$ cat src/rtl/ep_dd_pkg.sv
package ep_dd_pkg;
  typedef enum logic [2:0] {
    ST_UNTOUCHED = 3'd0,
    ST_ACTIVE    = 3'd1,
    ST_DONE      = 3'd2,
    ST_SHORT     = 3'd3,
    ST_OVERFLOW  = 3'd4,
    ST_BUSFAULT  = 3'd5
  } dd_state_e;
endpackage

$ cat src/rtl/ep_dd_count.sv
// Transfer counter with the latched length and an "about to reach length" flag.
module ep_dd_count #(
  parameter int LEN_W = 12
) (
  input  logic             clk,
  input  logic             rst_n,
  input  logic             load,
  input  logic [LEN_W-1:0] len_i,
  input  logic             inc,
  output logic [LEN_W-1:0] cnt_o,
  output logic             at_last
);
  localparam int EXT_W = LEN_W + 1;

  logic [LEN_W-1:0] cnt_q, cnt_d;
  logic [LEN_W-1:0] len_q, len_d;
  logic [EXT_W-1:0] cnt_plus;

  assign cnt_plus = {1'b0, cnt_q} + EXT_W'(1);
  assign at_last  = (cnt_plus == {1'b0, len_q});

  always_comb begin
    cnt_d = cnt_q;
    len_d = len_q;
    if (load) begin
      cnt_d = '0;
      len_d = len_i;
    end else if (inc) begin
      cnt_d = cnt_plus[LEN_W-1:0];
    end
  end

  always_ff @(posedge clk or negedge rst_n) begin
    if (!rst_n) begin
      cnt_q <= '0;
      len_q <= '0;
    end else begin
      cnt_q <= cnt_d;
      len_q <= len_d;
    end
  end

  assign cnt_o = cnt_q;
endmodule

$ cat src/rtl/ep_dd_addr.sv
// Buffer address register, stepped by the byte size of each finished packet.
module ep_dd_addr #(
  parameter int ADDR_W = 32,
  parameter int PKT_W  = 11
) (
  input  logic              clk,
  input  logic              rst_n,
  input  logic              load,
  input  logic [ADDR_W-1:0] addr_i,
  input  logic              adv,
  input  logic [PKT_W-1:0]  step,
  output logic [ADDR_W-1:0] addr_o
);
  logic [ADDR_W-1:0] addr_q, addr_d;

  always_comb begin
    addr_d = addr_q;
    if (load)     addr_d = addr_i;
    else if (adv) addr_d = addr_q + ADDR_W'(step);
  end

  always_ff @(posedge clk or negedge rst_n) begin
    if (!rst_n) addr_q <= '0;
    else        addr_q <= addr_d;
  end

  assign addr_o = addr_q;
endmodule

$ cat src/rtl/ep_dd_ctrl.sv
// Outcome decision: status code, retire, DMA enable, packet-valid, next request.
module ep_dd_ctrl
  import ep_dd_pkg::*;
#(
  parameter int PKT_W = 11
) (
  input  logic             clk,
  input  logic             rst_n,
  input  logic             ld_valid,
  input  logic             ld_iso,
  input  logic [PKT_W-1:0] mps,
  input  logic             byte_ev,
  input  logic             pkt_end,
  input  logic [PKT_W-1:0] pkt_bytes,
  input  logic             pkt_err,
  input  logic             bus_err,
  input  logic             at_last,
  output logic             inc,
  output logic             adv,
  output logic [2:0]       status,
  output logic             retired,
  output logic             dma_en,
  output logic             pkt_valid,
  output logic             next_req
);
  dd_state_e st_q, st_d;
  logic ret_q, ret_d, en_q, en_d, iso_q, iso_d, pv_q, pv_d, nxt_q, nxt_d;
  logic active, take, hit;

  assign active = en_q && !ret_q;
  assign take   = active && !bus_err;
  assign inc    = take && (iso_q ? pkt_end : byte_ev);
  assign adv    = take && pkt_end;
  assign hit    = !iso_q && byte_ev && at_last;

  always_comb begin
    st_d  = st_q;
    ret_d = ret_q;
    en_d  = en_q;
    iso_d = iso_q;
    pv_d  = pv_q;
    nxt_d = 1'b0;
    if (ld_valid) begin
      st_d  = ST_UNTOUCHED;
      ret_d = 1'b0;
      en_d  = 1'b1;
      iso_d = ld_iso;
      pv_d  = 1'b0;
    end else if (active && bus_err) begin
      st_d = ST_BUSFAULT;
      en_d = 1'b0;
    end else if (active) begin
      if (iso_q) begin
        if (pkt_end) begin
          pv_d = !pkt_err;
          if (at_last) begin
            st_d  = ST_DONE;
            ret_d = 1'b1;
            nxt_d = 1'b1;
          end else begin
            st_d = ST_ACTIVE;
          end
        end
      end else if (hit && pkt_end) begin
        st_d  = ST_DONE;
        ret_d = 1'b1;
        nxt_d = 1'b1;
      end else if (hit) begin
        st_d  = ST_OVERFLOW;
        ret_d = 1'b1;
        en_d  = 1'b0;
      end else if (pkt_end && (pkt_bytes < mps)) begin
        st_d  = ST_SHORT;
        ret_d = 1'b1;
        nxt_d = 1'b1;
      end else if (pkt_end) begin
        st_d = ST_ACTIVE;
      end
    end
  end

  always_ff @(posedge clk or negedge rst_n) begin
    if (!rst_n) begin
      st_q  <= ST_UNTOUCHED;
      ret_q <= 1'b0;
      en_q  <= 1'b0;
      iso_q <= 1'b0;
      pv_q  <= 1'b0;
      nxt_q <= 1'b0;
    end else begin
      st_q  <= st_d;
      ret_q <= ret_d;
      en_q  <= en_d;
      iso_q <= iso_d;
      pv_q  <= pv_d;
      nxt_q <= nxt_d;
    end
  end

  assign status    = st_q;
  assign retired   = ret_q;
  assign dma_en    = en_q;
  assign pkt_valid = iso_q ? pv_q : 1'b1;
  assign next_req  = nxt_q;
endmodule

$ cat src/rtl/ep_dd_tracker.sv
module ep_dd_tracker #(
  parameter int LEN_W  = 12,
  parameter int ADDR_W = 32,
  parameter int PKT_W  = 11
) (
  input  logic              clk,
  input  logic              rst_n,
  input  logic              ld_valid,
  input  logic [LEN_W-1:0]  ld_len,
  input  logic [ADDR_W-1:0] ld_addr,
  input  logic              ld_iso,
  input  logic [PKT_W-1:0]  mps,
  input  logic              byte_ev,
  input  logic              pkt_end,
  input  logic [PKT_W-1:0]  pkt_bytes,
  input  logic              pkt_err,
  input  logic              bus_err,
  output logic [ADDR_W-1:0] cur_addr,
  output logic [LEN_W-1:0]  xfer_cnt,
  output logic [2:0]        status,
  output logic              retired,
  output logic              pkt_valid,
  output logic              dma_en,
  output logic              next_req
);
  logic inc, adv, at_last;

  ep_dd_count #(.LEN_W(LEN_W)) u_count (
    .clk(clk), .rst_n(rst_n), .load(ld_valid), .len_i(ld_len),
    .inc(inc), .cnt_o(xfer_cnt), .at_last(at_last)
  );

  ep_dd_addr #(.ADDR_W(ADDR_W), .PKT_W(PKT_W)) u_addr (
    .clk(clk), .rst_n(rst_n), .load(ld_valid), .addr_i(ld_addr),
    .adv(adv), .step(pkt_bytes), .addr_o(cur_addr)
  );

  ep_dd_ctrl #(.PKT_W(PKT_W)) u_ctrl (
    .clk(clk), .rst_n(rst_n), .ld_valid(ld_valid), .ld_iso(ld_iso),
    .mps(mps), .byte_ev(byte_ev), .pkt_end(pkt_end), .pkt_bytes(pkt_bytes),
    .pkt_err(pkt_err), .bus_err(bus_err), .at_last(at_last),
    .inc(inc), .adv(adv), .status(status), .retired(retired),
    .dma_en(dma_en), .pkt_valid(pkt_valid), .next_req(next_req)
  );
endmodule

$ cat config.mk
export PLATFORM = sky130hd
export DESIGN_NAME = ep_dd_tracker
export DESIGN_NICKNAME = d
export VERILOG_FILES = /design/src/rtl/ep_dd_pkg.sv /design/src/rtl/ep_dd_count.sv /design/src/rtl/ep_dd_addr.sv /design/src/rtl/ep_dd_ctrl.sv /design/src/rtl/ep_dd_tracker.sv
export SDC_FILE = /design/constraint.sdc
export NUM_CORES = 1
export LEC_CHECK = 0
export BUFFER_PORTS_ARGS = -buffer_cell sky130_fd_sc_hd__buf_2
export CORE_ASPECT_RATIO = 1.25
export CORE_UTILIZATION = 48
export DETAILED_ROUTE_END_ITERATION = 16
export GPL_TIMING_DRIVEN = 0
export MAX_ROUTING_LAYER = met4
export PLACE_DENSITY = 0.85
export SYNTH_ARGS = -nofsm -noshare
export SYNTH_HDL_FRONTEND = slang
export SYNTH_HIERARCHICAL = 1
export SYNTH_SLANG_ARGS = --single-unit
$ cat constraint.sdc
create_clock -name clk -period 2.6 [get_ports clk]
set_input_delay 0.39 -clock clk [delete_from_list [all_inputs] [get_ports clk]]
set_output_delay 0.39 -clock clk [all_outputs]
set_load 0.02 [all_outputs]
; Word level (Yosys, flattened, before mapping)
; Index checks and enable logic that the tools add are counted.
[word_totals]
output_inout_bits = 51
register_bits = 64
[op_classes]
magnitude_cmp = 1
eq_ne = 7
add_sub_neg = 2
n_reduce_logical = 26
muxes = 45
[ops]
columns = op, count
row1 = $mux W32, 2
row2 = $add A32 B11 Y32, 1
row3 = $mux W1, 31
row4 = $mux W3, 9
row5 = $mux W12, 2
row6 = $add A12 B1 Y13 const B, 1
row7 = $eq A13 B12 Y1, 1
row8 = $lt A11 B11 Y1, 1
row9 = $reduce_bool A2 Y1, 5
row10 = $logic_and A1 B1 Y1, 9
row11 = $reduce_and A4 Y1, 2
row12 = $ne A3 B2 Y1 const B, 2
row13 = $ne A3 B3 Y1 const B, 2
row14 = $reduce_bool A3 Y1, 2
row15 = $reduce_bool A6 Y1, 1
row16 = $reduce_and A5 Y1, 1
row17 = $reduce_bool A5 Y1, 1
row18 = $logic_not A1 Y1, 4
row19 = $ne A4 B4 Y1 const B, 1
row20 = $reduce_and A3 Y1, 1
row21 = $mux W2, 1
row22 = $ne A2 B2 Y1 const B, 1

; Depth between registers and ports, before layout
[depth]
ltp_word = 9
depth_mapped = 11
depth_no_buf = 10

; Hierarchy
; Netlist, hierarchy kept.
[modules_own_cells]
columns = module, cells_each, area_each_um2, n_inst, seq_area_each_um2
row1 = ep_dd_addr, 308, 2499.9, 1, 800.8
row2 = ep_dd_count, 140, 1392.6, 1, 600.6
row3 = ep_dd_ctrl, 76, 725.7, 1, 200.2

; Worst setup path after synthesis
; No wires, ideal clock.
[synth_path]
kind = register to register
from = register u_count.cnt_q[0] (netlist: u_count/cnt_o[0])
to = register u_ctrl.st_q[1] (netlist: u_ctrl/status[1])
stages_incl_launch_ff = 11
slack_ps = -171
setup_time_ps = 66
arrival_ps = 2706
period_less_slack_ps = 2771
path_cell_list = dfrtp_1 ha_1 xnor2_1 xnor2_1 a2111o_1 a2111o_1 nor4_2 nand2_1 a211oi_1 o311a_1 a31o_1
[synth_via]
elab_chain_cells = 9
elab_cells_between_ends = 14
cone_classes = add/sub: 1 / eq/ne: 1 / mux: 8 / reduce/logical: 4
[synth_rtl]
columns = item, line
row1 = from (decl), ep_dd_count.sv:15  ; logic [LEN_W-1:0] cnt_q, cnt_d;
row2 = from (signal assigned), ep_dd_count.sv:38  ; cnt_q <= cnt_d;
row3 = $add A12 B1 Y13 *, ep_dd_count.sv:19  ; assign cnt_plus = {1'b0, cnt_q} + EXT_W'(1);
row4 = $eq A13 B12 Y1 *, ep_dd_count.sv:20  ; assign at_last = (cnt_plus == {1'b0, len_q});
row5 = net at_last, ep_dd_tracker.sv:26  ; logic inc, adv, at_last;
row6 = $logic_and A1 B1 Y1, ep_dd_ctrl.sv:34  ; assign hit = !iso_q && byte_ev && at_last;
row7 = $mux W3 or $logic_and A1 B1 Y1 (tied branches), "ep_dd_ctrl.sv:68, ep_dd_ctrl.sv:64"
row8 = $mux W3, ep_dd_ctrl.sv:64  ; end else if (hit && pkt_end) begin
row9 = $mux W3, ep_dd_ctrl.sv:53  ; if (iso_q) begin
row10 = $mux W3, ep_dd_ctrl.sv:52  ; end else if (active) begin
row11 = $mux W3, ep_dd_ctrl.sv:49  ; end else if (active && bus_err) begin
row12 = $mux W3, ep_dd_ctrl.sv:43  ; if (ld_valid) begin
row13 = to (signal assigned), ep_dd_ctrl.sv:91  ; st_q <= st_d;
row14 = to (decl), ep_dd_ctrl.sv:26  ; dd_state_e st_q, st_d;
; The timed path passes the listed nets; every way through them passes the cells marked *. The select of a mux whose other input is x is not followed.
; A chain may end at the register's enable or synchronous reset.

; Worst setup path in the final report
[layout_path]
from = register u_count.cnt_q[1] (netlist: u_count/cnt_o[1])
to = register u_ctrl.st_q[2] (netlist: u_ctrl/status[2])
[layout_via]
elab_chain_cells = 9
elab_cells_between_ends = 12
cone_classes = add/sub: 1 / eq/ne: 1 / mux: 6 / reduce/logical: 4
[layout_rtl]
columns = item, line
row1 = $add A12 B1 Y13 *, ep_dd_count.sv:19
row2 = $eq A13 B12 Y1 *, ep_dd_count.sv:20
row3 = net at_last, ep_dd_tracker.sv:26
row4 = $logic_and A1 B1 Y1 *, ep_dd_ctrl.sv:34
row5 = $mux W3 or $logic_and A1 B1 Y1 (tied branches), "ep_dd_ctrl.sv:68, ep_dd_ctrl.sv:64"
row6 = $mux W3, ep_dd_ctrl.sv:64
row7 = $mux W3, ep_dd_ctrl.sv:53
row8 = $mux W3, ep_dd_ctrl.sv:52
row9 = $mux W3, ep_dd_ctrl.sv:49
row10 = $mux W3, ep_dd_ctrl.sv:43
; Marks and branches as above.

==> impl_metrics.json <==
{
  "status": "finished with violations",
  "violations": "setup timing",
  "start_util": 0.501,
  "critPathKind": "reg -> reg",
  "clk_pin_slew_worst_paths_ps": 50,
  "syn_avg_cell_area_um2": 8.81,
  "gr-total-overflow": 0,
  "worstPathRequired_ps": 2870,
  "crit_fanout": 5,
  "core-area_um2": 9220,
  "syn_inst": 524,
  "skew_ps": 7.75,
  "grt_util_all_layers": 0.276,
  "dr.pass1.iters": 5,
  "p_leak_nw": 2.59,
  "finalCritPeriodShare": 1.01,
  "drt_iter0_drc": 459,
  "fill_cells": 787,
  "cts_buffer_depth": 2,
  "synth_common_cells": "dfrtp_1, nand2_1, nor2_1",
  "ff2ff_setup_slack_ps": -30,
  "holdWs_ps": 152,
  "powerDensity_nw_per_um2": 592,
  "setup_viol": 2,
  "drv_slew": 0,
  "arrival_ps": 2890,
  "synth_top_flop_cell": "dfrtp_1",
  "rows": 39,
  "yosys-top-cells-area": "dfrtp_1, ha_1, nand3_1, nand2_1, nor2_1",
  "place_hpwl_um": 9710,
  "synth_seq_cells": 64,
  "root_buffer": "clkbuf_16",
  "slew_headroom": 0.440,
  "routed-via-count": 4865,
  "wl_per_cell_um": 16.9,
  "cp-start-kind": "register",
  "hp-class": "in -> async",
  "grt_pass1_vias": 4680,
  "drive_gt1_frac": 0.298,
  "fin_cells": 788,
  "use_met3": 0.0410,
  "portBuffers": 123,
  "grt_max_degree": 65,
  "grt_busiest_layer": "met2",
  "dieArea_um2": 10000,
  "synth-edff-count": 0,
  "grt_pass1_wl_um": 21700,
  "synth_cell_types": 74,
  "num_antenna_cells": 0,
  "vias_per_cell": 6.17,
  "fp.dieW_um": 89.7,
  "yosysMostFrequentCell": "dfrtp_1",
  "r2r_cells": 9,
  "grt_use_met2": 0.465,
  "crit_start": "u_count/cnt_o[1]",
  "syn2layout_area_growth_pct": 26.7,
  "drt-total-wl_um": 13300,
  "numCtsBuffers": 9,
  "antenna_found_initial": 0,
  "max_freq_mhz": 381,
  "gr-usage-met1": 0.327,
  "cts_sinks": 64,
  "synth_warnings": 6,
  "synth_top_area_share": 0.347,
  "htree_levels": 3,
  "place_congestion": 0.910,
  "synth_nets": 621,
  "drtAntennaViolNets": 0,
  "synth_area_um2": 4620,
  "place_inst": 770,
  "timing.final.ws_setup_ps": -26.5,
  "cap_violations": 0,
  "reg2reg_to": "u_ctrl/status[2]",
  "drc": 0,
  "timing.rr.start": "u_count/cnt_o[1]",
  "fin_util": 0.635,
  "hold_viol_final": 0,
  "clk_latency_ps": 330,
  "cts_tree": "built",
  "rsz0062_at_grt": "yes",
  "die_y_um": 112,
  "synth_largest_area_cell": "dfrtp_1",
  "async_reset_ff_frac": 1.00,
  "min_period_ps": 2630,
  "io_pins": 125,
  "crit_path_end_kind": "register",
  "peakVddDrop_mv": 0.362,
  "nets": 758,
  "worst_pin_slew_ps": 841,
  "ys_seq_area_frac": 0.347
}
## repair_timing
item                                    in CTS  in global routing
pin swaps                                    4                  7
setup buffers                                3                  1
gates resized for setup                      4                 11
endpoints found under the setup margin      20                 10
hold buffers                                 0                  0
## state kept, by name (all words and copies together) (netlist names)
| name | flops |
|---|---|
| u_count/len_q | 12 |
| u_ctrl/iso_q | 1 |
| u_ctrl/status | 3 |
| u_ctrl/next_req | 1 |
| u_ctrl/retired | 1 |
| u_addr/addr_o | 32 |
| u_ctrl/dma_en | 1 |
| u_ctrl/pv_q | 1 |
| u_count/cnt_o | 12 |
## cells by family after synthesis
logic type | Yosys count | share of synthesized area
mux | 20 | 0.0469
simple gates | 211 | 0.248
flops | 64 | 0.347
xor+xnor | 23 | 0.0436
buf+inv | 47 | 0.0458
compound gates | 136 | 0.205
fa+ha+maj | 23 | 0.0639
## cell usage in the layout, fill, tap and decap left out, drive strengths merged, types with 10 or more instances in the layout
cell	instances
clkbuf	28
buf	139
a22oi	12
o21ai	38
nand3	35
a31oi	12
nand4	12
nor2	40
nor3	18
dfrtp	64
nor2b	10
nand2	42
inv	18
a21oi	24
or3	11
xnor2	15
mux2	13
ha	22
## final cells by class
cell class / instances / area (um^2) / area share
plain buffers: 28 / 153 / 0.0261
clock inverters: 3 / 65.1 / 0.0111
multi-input cells: 413 / 2900 / 0.496
flip-flops and latches: 64 / 1610 / 0.274
repair buffers: 127 / 648 / 0.111
well taps: 123 / 154 / 0.0263
inverters: 18 / 67.6 / 0.0115
clock buffers: 12 / 256 / 0.0438
## worst max-delay path by stage
stage | to | cells after the start
after floorplan | u_addr/addr_o[28] | 8
after global placement | u_addr/addr_o[28] | 9
after detailed placement | u_addr/addr_o[28] | 9
after CTS | u_ctrl/status[1] | 10
after global routing | u_ctrl/status[2] | 10
final | u_ctrl/status[2] | 9
## stage by stage
stage / TNS (ps) / instance area, um^2 / worst slack [ps] / power, W
finish: -42.1 / 5850 / -26.5 / 0.00347
global placement: -2840 / 5420 / -308 / 0.00208
CTS: -18.6 / 5790 / -18.6 / 0.00345
detailed placement: -3500 / 5420 / -336 / 0.00212
global route: -618 / 5850 / -134 / 0.00363
floorplan: 0 / 4650 / 24.1 / 0.00181
## report_power, final
group / internal, W / switching (W)
registers: 0.00109 / 0.000115
clock network: 0.000884 / 0.000416
logic: 0.000389 / 0.000572
total: 0.00236 / 0.00110
## critical path: stages (launching register included)
cell      delay, ps
dfrtp_2         450
ha_4            260
xor2_1          160
a2111o_1        420
a2111o_1        340
nor4_4          260
and3b_2         310
nor2_1           60
a21oi_1         120
o221a_1         180
## per-layer routing
| metal | wire length (um) | vias up | part of all wire |
|---|---|---|---|
| met1 | 5230 | 2325 | 0.39 |
| met4 | 295 | 0 | 0.022 |
| li1 | - | 2236 | - |
| met5 | 0 | - | 0 |
| met3 | 999 | 34 | 0.075 |
| met2 | 6800 | 270 | 0.51 |
No activity file was read; power rests on OpenSTA's default activity.
